File: src/rtl/vid_pkg.sv
package vid_pkg;
    localparam int DATA_W = 8;
    localparam int CODE_W = DATA_W - 1;
    localparam int CNT_W  = $clog2(DATA_W);

    typedef enum logic [2:0] {
        PS_IDLE, PS_RECV, PS_ACKW, PS_ACK, PS_SEND, PS_SKIP
    } pstate_t;

    typedef enum logic [1:0] {
        BY_ADDR, BY_REG, BY_DATA
    } byte_t;

    typedef struct packed {
        logic scl;
        logic sda;
        logic armed;
    } cond_s;

    typedef struct packed {
        pstate_t           st;
        byte_t             byt;
        logic [CNT_W-1:0]  cnt;
        logic [DATA_W-1:0] shft;
        logic [DATA_W-1:0] ptr;
        logic              rd;
        logic              oe;
    } proto_s;

    typedef struct packed {
        logic [CODE_W-1:0] code;
        logic              mode;
        logic              load;
    } vreg_s;
endpackage

File: src/rtl/vid_bus_cond.sv
module vid_bus_cond
    import vid_pkg::*;
(
    input  logic clk,
    input  logic rst_n,
    input  logic scl_i,
    input  logic sda_i,
    input  logic reg_ok_i,
    output logic armed_o,
    output logic scl_rise_o,
    output logic scl_fall_o,
    output logic start_o,
    output logic stop_o
);
    cond_s cond_d, cond_q;

    always_comb begin
        cond_d       = cond_q;
        cond_d.scl   = scl_i;
        cond_d.sda   = sda_i;
        cond_d.armed = cond_q.armed | (scl_i & sda_i & reg_ok_i);
    end

    always_ff @(posedge clk or negedge rst_n) begin
        if (!rst_n) cond_q <= '{scl: 1'b1, sda: 1'b1, armed: 1'b0};
        else        cond_q <= cond_d;
    end

    assign armed_o    = cond_q.armed;
    assign scl_rise_o = cond_q.armed &  scl_i & ~cond_q.scl;
    assign scl_fall_o = cond_q.armed & ~scl_i &  cond_q.scl;
    assign start_o    = cond_q.armed & scl_i & cond_q.scl &  cond_q.sda & ~sda_i;
    assign stop_o     = cond_q.armed & scl_i & cond_q.scl & ~cond_q.sda &  sda_i;


    armed_sticky_chk: assert property (@(posedge clk) disable iff (!rst_n)
        cond_q.armed |=> cond_q.armed);

    armed_cause_chk: assert property (@(posedge clk) disable iff (!rst_n)
        $rose(cond_q.armed) |-> $past(scl_i && sda_i && reg_ok_i));
endmodule

File: src/rtl/vid_regs.sv
module vid_regs
    import vid_pkg::*;
#(
    parameter logic [DATA_W-1:0] REG_VID   = 8'h00,
    parameter logic [DATA_W-1:0] REG_PG    = 8'h18,
    parameter logic [CODE_W-1:0] VID_RESET = 7'h32
) (
    input  logic              clk,
    input  logic              rst_n,
    input  logic              wr_en_i,
    input  logic [DATA_W-1:0] wr_data_i,
    input  logic [DATA_W-1:0] ptr_i,
    input  logic              pgood_i,
    output logic [DATA_W-1:0] rdata_o,
    output logic [CODE_W-1:0] code_o,
    output logic              mode_o,
    output logic              load_o
);
    vreg_s vr_d, vr_q;
    logic  check_ok;

    assign check_ok = (wr_data_i[DATA_W-1] == ^wr_data_i[CODE_W-1:0]);

    always_comb begin
        vr_d      = vr_q;
        vr_d.load = 1'b0;
        if (wr_en_i && ptr_i == REG_VID && check_ok) begin
            vr_d.code = wr_data_i[CODE_W-1:0];
            vr_d.mode = 1'b1;
            vr_d.load = 1'b1;
        end
    end

    always_ff @(posedge clk or negedge rst_n) begin
        if (!rst_n) vr_q <= '{code: VID_RESET, mode: 1'b0, load: 1'b0};
        else        vr_q <= vr_d;
    end

    always_comb begin
        if (ptr_i == REG_VID)     rdata_o = {^vr_q.code, vr_q.code};
        else if (ptr_i == REG_PG) rdata_o = {{CODE_W{1'b0}}, pgood_i};
        else                      rdata_o = '0;
    end

    assign code_o = vr_q.code;
    assign mode_o = vr_q.mode;
    assign load_o = vr_q.load;


    load_single_chk: assert property (@(posedge clk) disable iff (!rst_n)
        vr_q.load |=> !vr_q.load);

    code_needs_load_chk: assert property (@(posedge clk) disable iff (!rst_n)
        !$stable(vr_q.code) |-> vr_q.load);

    mode_sticky_chk: assert property (@(posedge clk) disable iff (!rst_n)
        vr_q.mode |=> vr_q.mode);

    bad_check_hold_chk: assert property (@(posedge clk) disable iff (!rst_n)
        (wr_en_i && (wr_data_i[DATA_W-1] != ^wr_data_i[CODE_W-1:0])) |=> ($stable(vr_q.code) && !vr_q.load));
endmodule

File: src/rtl/vid_proto.sv
module vid_proto
    import vid_pkg::*;
#(
    parameter logic [CODE_W-1:0] SLAVE_ADDR = 7'h31,
    parameter logic [DATA_W-1:0] REG_VID    = 8'h00,
    parameter logic [DATA_W-1:0] REG_PG     = 8'h18
) (
    input  logic              clk,
    input  logic              rst_n,
    input  logic              scl_i,
    input  logic              sda_i,
    input  logic              armed_i,
    input  logic              scl_rise_i,
    input  logic              scl_fall_i,
    input  logic              start_i,
    input  logic              stop_i,
    input  logic [DATA_W-1:0] rdata_i,
    output logic              sda_oe_o,
    output logic              wr_en_o,
    output logic [DATA_W-1:0] wr_data_o,
    output logic [DATA_W-1:0] ptr_o
);
    localparam logic [CNT_W-1:0] LAST_BIT = CNT_W'(DATA_W - 1);

    proto_s pr_d, pr_q;
    logic [DATA_W-1:0] full_byte;

    assign full_byte = {pr_q.shft[DATA_W-2:0], sda_i};

    always_comb begin
        pr_d    = pr_q;
        wr_en_o = 1'b0;
        if (start_i) begin
            pr_d.st  = PS_RECV;
            pr_d.byt = BY_ADDR;
            pr_d.cnt = '0;
            pr_d.rd  = 1'b0;
            pr_d.oe  = 1'b0;
        end else if (stop_i) begin
            pr_d.st = PS_IDLE;
            pr_d.oe = 1'b0;
        end else begin
            unique case (pr_q.st)
                PS_RECV: if (scl_rise_i) begin
                    pr_d.shft = full_byte;
                    pr_d.cnt  = pr_q.cnt + 1'b1;
                    if (pr_q.cnt == LAST_BIT) begin
                        pr_d.st = PS_SKIP;
                        unique case (pr_q.byt)
                            BY_ADDR: if (full_byte[DATA_W-1:1] == SLAVE_ADDR) begin
                                pr_d.st = PS_ACKW;
                                pr_d.rd = full_byte[0];
                            end
                            BY_REG: if (full_byte == REG_VID || full_byte == REG_PG) begin
                                pr_d.st  = PS_ACKW;
                                pr_d.ptr = full_byte;
                            end
                            default: begin
                                pr_d.st = PS_ACKW;
                                wr_en_o = 1'b1;
                            end
                        endcase
                    end
                end
                PS_ACKW: if (scl_fall_i) begin
                    pr_d.oe = 1'b1;
                    pr_d.st = PS_ACK;
                end
                PS_ACK: if (scl_fall_i) begin
                    pr_d.oe  = 1'b0;
                    pr_d.cnt = '0;
                    unique case (pr_q.byt)
                        BY_ADDR: if (pr_q.rd) begin
                            pr_d.st   = PS_SEND;
                            pr_d.shft = {rdata_i[DATA_W-2:0], 1'b0};
                            pr_d.oe   = ~rdata_i[DATA_W-1];
                        end else begin
                            pr_d.st  = PS_RECV;
                            pr_d.byt = BY_REG;
                        end
                        BY_REG: begin
                            pr_d.st  = PS_RECV;
                            pr_d.byt = BY_DATA;
                        end
                        default: pr_d.st = PS_SKIP;
                    endcase
                end
                PS_SEND: if (scl_fall_i) begin
                    if (pr_q.cnt == LAST_BIT) begin
                        pr_d.oe = 1'b0;
                        pr_d.st = PS_SKIP;
                    end else begin
                        pr_d.oe   = ~pr_q.shft[DATA_W-1];
                        pr_d.shft = {pr_q.shft[DATA_W-2:0], 1'b0};
                        pr_d.cnt  = pr_q.cnt + 1'b1;
                    end
                end
                default: ;
            endcase
        end
    end

    always_ff @(posedge clk or negedge rst_n) begin
        if (!rst_n) pr_q <= '{st: PS_IDLE, byt: BY_ADDR, cnt: '0, shft: '0,
                              ptr: REG_VID, rd: 1'b0, oe: 1'b0};
        else        pr_q <= pr_d;
    end

    assign sda_oe_o  = pr_q.oe;
    assign wr_data_o = full_byte;
    assign ptr_o     = pr_q.ptr;


    oe_scl_high_stable_chk: assert property (@(posedge clk) disable iff (!rst_n)
        (scl_i && $past(scl_i)) |-> $stable(pr_q.oe));

    oe_dead_bus_chk: assert property (@(posedge clk) disable iff (!rst_n)
        !armed_i |-> !pr_q.oe);

    stop_release_chk: assert property (@(posedge clk) disable iff (!rst_n)
        stop_i |=> (!pr_q.oe && pr_q.st == PS_IDLE));

    ptr_legal_chk: assert property (@(posedge clk) disable iff (!rst_n)
        (pr_q.ptr == REG_VID || pr_q.ptr == REG_PG));
endmodule

File: src/rtl/vid_i2c_slave.sv
module vid_i2c_slave
    import vid_pkg::*;
#(
    parameter logic [CODE_W-1:0] SLAVE_ADDR = 7'h31,
    parameter logic [DATA_W-1:0] REG_VID    = 8'h00,
    parameter logic [DATA_W-1:0] REG_PG     = 8'h18,
    parameter logic [CODE_W-1:0] VID_RESET  = 7'h32
) (
    input  logic              clk,
    input  logic              rst_n,
    input  logic              scl_i,
    input  logic              sda_i,
    output logic              sda_oe_o,
    input  logic              reg_ok_i,
    input  logic              pgood_i,
    output logic [CODE_W-1:0] vid_code_o,
    output logic              vid_mode_o,
    output logic              code_load_o
);
    logic armed, scl_rise, scl_fall, start_c, stop_c, wr_en;
    logic [DATA_W-1:0] wr_data, ptr, rdata;

    vid_bus_cond u_cond (
        .clk(clk), .rst_n(rst_n), .scl_i(scl_i), .sda_i(sda_i), .reg_ok_i(reg_ok_i),
        .armed_o(armed), .scl_rise_o(scl_rise), .scl_fall_o(scl_fall),
        .start_o(start_c), .stop_o(stop_c)
    );

    vid_proto #(.SLAVE_ADDR(SLAVE_ADDR), .REG_VID(REG_VID), .REG_PG(REG_PG)) u_proto (
        .clk(clk), .rst_n(rst_n), .scl_i(scl_i), .sda_i(sda_i), .armed_i(armed),
        .scl_rise_i(scl_rise), .scl_fall_i(scl_fall), .start_i(start_c), .stop_i(stop_c),
        .rdata_i(rdata), .sda_oe_o(sda_oe_o), .wr_en_o(wr_en), .wr_data_o(wr_data),
        .ptr_o(ptr)
    );

    vid_regs #(.REG_VID(REG_VID), .REG_PG(REG_PG), .VID_RESET(VID_RESET)) u_regs (
        .clk(clk), .rst_n(rst_n), .wr_en_i(wr_en), .wr_data_i(wr_data), .ptr_i(ptr),
        .pgood_i(pgood_i), .rdata_o(rdata), .code_o(vid_code_o), .mode_o(vid_mode_o),
        .load_o(code_load_o)
    );
endmodule

File: config.mk
export PLATFORM = sky130hd
export DESIGN_NAME = vid_i2c_slave
export DESIGN_NICKNAME = d
export VERILOG_FILES = /design/src/rtl/vid_pkg.sv /design/src/rtl/vid_bus_cond.sv /design/src/rtl/vid_regs.sv /design/src/rtl/vid_proto.sv /design/src/rtl/vid_i2c_slave.sv
export SDC_FILE = /design/constraint.sdc
export NUM_CORES = 1
export LEC_CHECK = 0
export ABC_AREA = 1
export BUFFER_PORTS_ARGS = -buffer_cell sky130_fd_sc_hd__buf_2
export CAP_MARGIN = 15
export CORE_MARGIN = 2
export CORE_UTILIZATION = 35
export DETAILED_ROUTE_END_ITERATION = 8
export PLACE_DENSITY = 0.5
export SLEW_MARGIN = 5
export SYNTH_ARGS = -nofsm -noshare
export SYNTH_HDL_FRONTEND = slang
export SYNTH_SLANG_ARGS = --single-unit
File: constraint.sdc
create_clock -name clk -period 1.6 [get_ports clk]
set_clock_uncertainty 0.1 [all_clocks]
set_input_delay 0.16 -clock clk [delete_from_list [all_inputs] [get_ports clk]]
set_output_delay 0.16 -clock clk [all_outputs]
set_load 0.005 [all_outputs]
==> results by group <==
Floorplanning
  • Initial core utilization: 36.5%
  • Die Height: between 80 and 90 um
  • Die area: 7370 um^2
  • Site row count: 29
  • Die W: approximately 86 um
  • Core footprint: 6420 um^2
  • # IOs: 16

STA
  • Final-report max-slew violation count: 0
  • Worst hold slack: 32.5 ps
  • Tmin final: 1780 ps
  • Max Clk Rate: 562 MHz
  • Tcrit/Tclk final: 111%
  • Count of final hold-check violations: 0
  • Setup TNS: -1880 ps
  • Worst slew pin tran: 501 ps
  • Setup violations, final: 24
  • Final worst setup slack: -178 ps
  • RSZ-0062 raised after global routing: true
  • Rel. slew slack: 66.6%

Global route
  • Largest net degree at the start of global routing: 39
  • Vias in the first global route: 2196
  • Grt total ovfl: 0
  • Global-route wire length before repair: ~11000 um
  • GRT Total Usage: 18.2%
  • Initial antenna violation count: 0

Drt
  • Drt wl/cell: 13.5 um
  • DR iter-0 viols: 116
  • Vias per std cell: 4.78
  • First drt pass iteration count: 8
  • Final WL: 6620 um
  • Via total after detailed routing: between 2k and 2.5k
  • Post-route antenna net violation count: 0
  • Drc violations: 2

CTS
  • Clk slew on worst S/H paths: 90 ps
  • CTS Buffer Depth: 2
  • # clock sinks: 38
  • H-tree depth: 2
  • CTS Buf Count: 5
  • Worst-Skew Late Latency: approximately 290 ps
  • CTS tree: built
  • Clock root buffer: clkbuf_8

Status
  • Status: finished, violations left
  • Failing checks: design-rule violations, negative setup slack

Synthesis
  • Async set or reset register ratio after synthesis: 100%
  • Post-synth EDFFs: 0
  • Syn nets: 343
  • Dominant synthesized flop cell: dfrtp_1
  • Mean Syn Cell Area: 7.11 um^2
  • Seq/Total Area, Yosys: 40.8%
  • Synth Instances: between 300 and 400
  • Syn. warnings: 0
  • Share of the synthesized area in the top cell type: a little over a third
  • FF+latch count, synth: 38
  • Unique cell type count in the Yosys netlist: 31
  • Most area-consuming cells after synthesis: dfrtp_1 (35%), nand2_1 (21%), inv_1 (6.7%)
  • Cell area after synthesis: between 2000 and 2500 um^2
  • Yosys top cell by area: dfrtp_1

Cells and area
  • Area Growth Syn to Fin: 52.0%
  • Most common cell after layout, fill and taps aside: nand2_1
  • Filler cells: 596
  • Number of antenna diodes: 0
  • Most frequent cells in the layout: nand2_1 (92), buf_4 (45), inv_1 (32), dfrtp_1 (32), nand2_2 (31)
  • Share of post-route cells with drive strength above 1: 46.8%
  • Nets@finish: ~420

Job
  • Max Cap Viol: 0

Worst setup path
  • Data required, critical path: ~1700 ps
  • Worst Path Arrival: 1880 ps
  • Critical setup path kind: reg2reg
  • CP Max Fanout: 5
  • Crit. End Element: register
  • Worst setup SP type: register

Placed design
  • Placer Congestion: between 0.8 and 0.9
  • I/O Buffers: 15
  • Final HPWL DP: 4360 um

Power
  • Power per Cell Area: 1350 nW/um^2
  • Switching Power: 2.10 mW
  • Comb pwr share: 56.9%
  • Clock power frac: 17.4%
  • Seq pwr share: approximately 26%
  • Peak supply drop: 0.496 mV
  • Pleak: 1.81 nW
  • Net Sw Frac: a little over two fifths
  • Internal Power: 2.71 mW

Hold path
  • HP Class: in2reg
-- per-layer routing --
| metal | track usage [%] | part of all wire [%] |
|---|---|---|
| met1 | 26.1 | 45 |
| met2 | 28.6 | 49 |
| met3 | 2.60 | 4.3 |
| met4 | 5.63 | 1.3 |
| met5 | 0 | 0 |
-- final cells by class --
class / instances / area [um^2] / area share (%)
clock inverter: 3 / 40.0 / 1.12
clock buffer: 5 / 68.8 / 1.93
timing repair buffer: 73 / 596 / 16.7
inverter: 45 / 174 / 4.88
multi-input combinational: 248 / 1630 / 45.8
tap: 77 / 96.3 / 2.70
sequential: 38 / 958 / 26.9
-- cells in the mapped netlist, types with 2 or more instances --
cell type and instances:
nand3_1 30, inv_2 2, o21ai_2 6, ha_1 7, nand2_1 131, nand2_2 4, nand4_1 2, nand2_4 2
a21oi_1 5, nor3_1 5, xnor2_1 2, o21ai_0 11, nand3_2 3, nor2_1 25, inv_1 42, nor2_2 2
dfstp_2 5, dfrtp_1 33
-- kinds of logic (layout without fill, tap and decap cells) --
| kind of cell | count (synthesis) | after routing | synth area share, % |
|---|---|---|---|
| compound gates | 26 | 26 | 7.20 |
| xor+xnor | 2 | 2 | 0.747 |
| fa+ha+maj | 7 | 7 | 3.74 |
| buf+inv | 47 | 126 | 8.00 |
| flops | 38 | 38 | 40.8 |
| simple gates | 210 | 213 | 39.5 |
-- registers in the layout, indices dropped and copies added (netlist names) --
signal,count
u_cond.armed_o,1
u_cond.cond_q,2
u_proto.pr_q,10
u_proto.ptr_o,8
u_proto.sda_oe_o,1
u_proto.wr_data_o,7
u_regs.code_o,7
u_regs.load_o,1
u_regs.mode_o,1
-- power by group through the flow --
stage | clock network, mW | logic (mW) | registers [mW]
3_5_place_dp | 0 | 1.81 | 1.23
4_1_cts | 0.867 | 2.22 | 1.22
5_1_grt | 0.913 | 2.98 | 1.25
3_3_place_gp | 0 | 1.79 | 1.23
6_report | 0.838 | 2.73 | 1.23
2_1_floorplan | 0 | 1.12 | 1.23
-- worst max-delay path, cell delays in order, from the launching register on --
cell and delay, ps:
dfrtp_1 390, inv_2 100, ha_4 210, xnor2_2 130
or2_4 280, nand2_2 70, nand2_2 70, nand2_4 130
nand2_4 90, nand2_1 60, nand2_1 40
-- per-stage QoR --
| step | utilization, % | worst slack, ps | power [mW] | std cells | area [um^2] |
|---|---|---|---|---|---|
| after global routing | 55.5 | -264 | 5.15 | 489 | 3560 |
| after CTS | 49.1 | -151 | 4.30 | 481 | 3150 |
| after detailed placement | 44.0 | -189 | 3.04 | 460 | 2830 |
| after floorplan | - | -113 | 2.35 | 330 | 2360 |
| final | 55.5 | -178 | 4.80 | 489 | 3560 |
| after global placement | 44.0 | -182 | 3.02 | 460 | 2830 |
-- path summary, 6_finish.rpt --
| path | endpoint | cells past startpoint | slack, ps | startpoint |
|---|---|---|---|---|
| setup / recovery | u_regs.code_o[6]$_DFFE_PN0P_ | 10 | -180 | u_proto.wr_data_o[5]$_DFFE_PN0P_ |
| hold / removal | u_cond.cond_q[1]$_DFF_PN1_ | 2 | 30 | sda_i |
| setup reg to reg | u_regs.code_o[6]$_DFFE_PN0P_ | 10 | -180 | u_proto.wr_data_o[5]$_DFFE_PN0P_ |
| hold reg to reg | u_regs.mode_o$_DFFE_PN0P_ | 2 | 380 | u_regs.mode_o$_DFFE_PN0P_ |
| max in group asynchronous | u_proto.pr_q[23]$_DFFE_PN0P_ | 3 | 680 | rst_n |
| min in group asynchronous | u_proto.wr_data_o[6]$_DFFE_PN0P_ | 3 | 350 | rst_n |
-- timing repair --
action	4_1_cts	5_1_grt
setup endpoints to repair	31	33
gates cloned	3	1
resized for setup	24	99
setup buffers	7	8
hold buffers	3	0
pin swaps	9	35
endpoints found under the hold margin	35	0
Note: power is estimated with default switching activity, not from simulation.
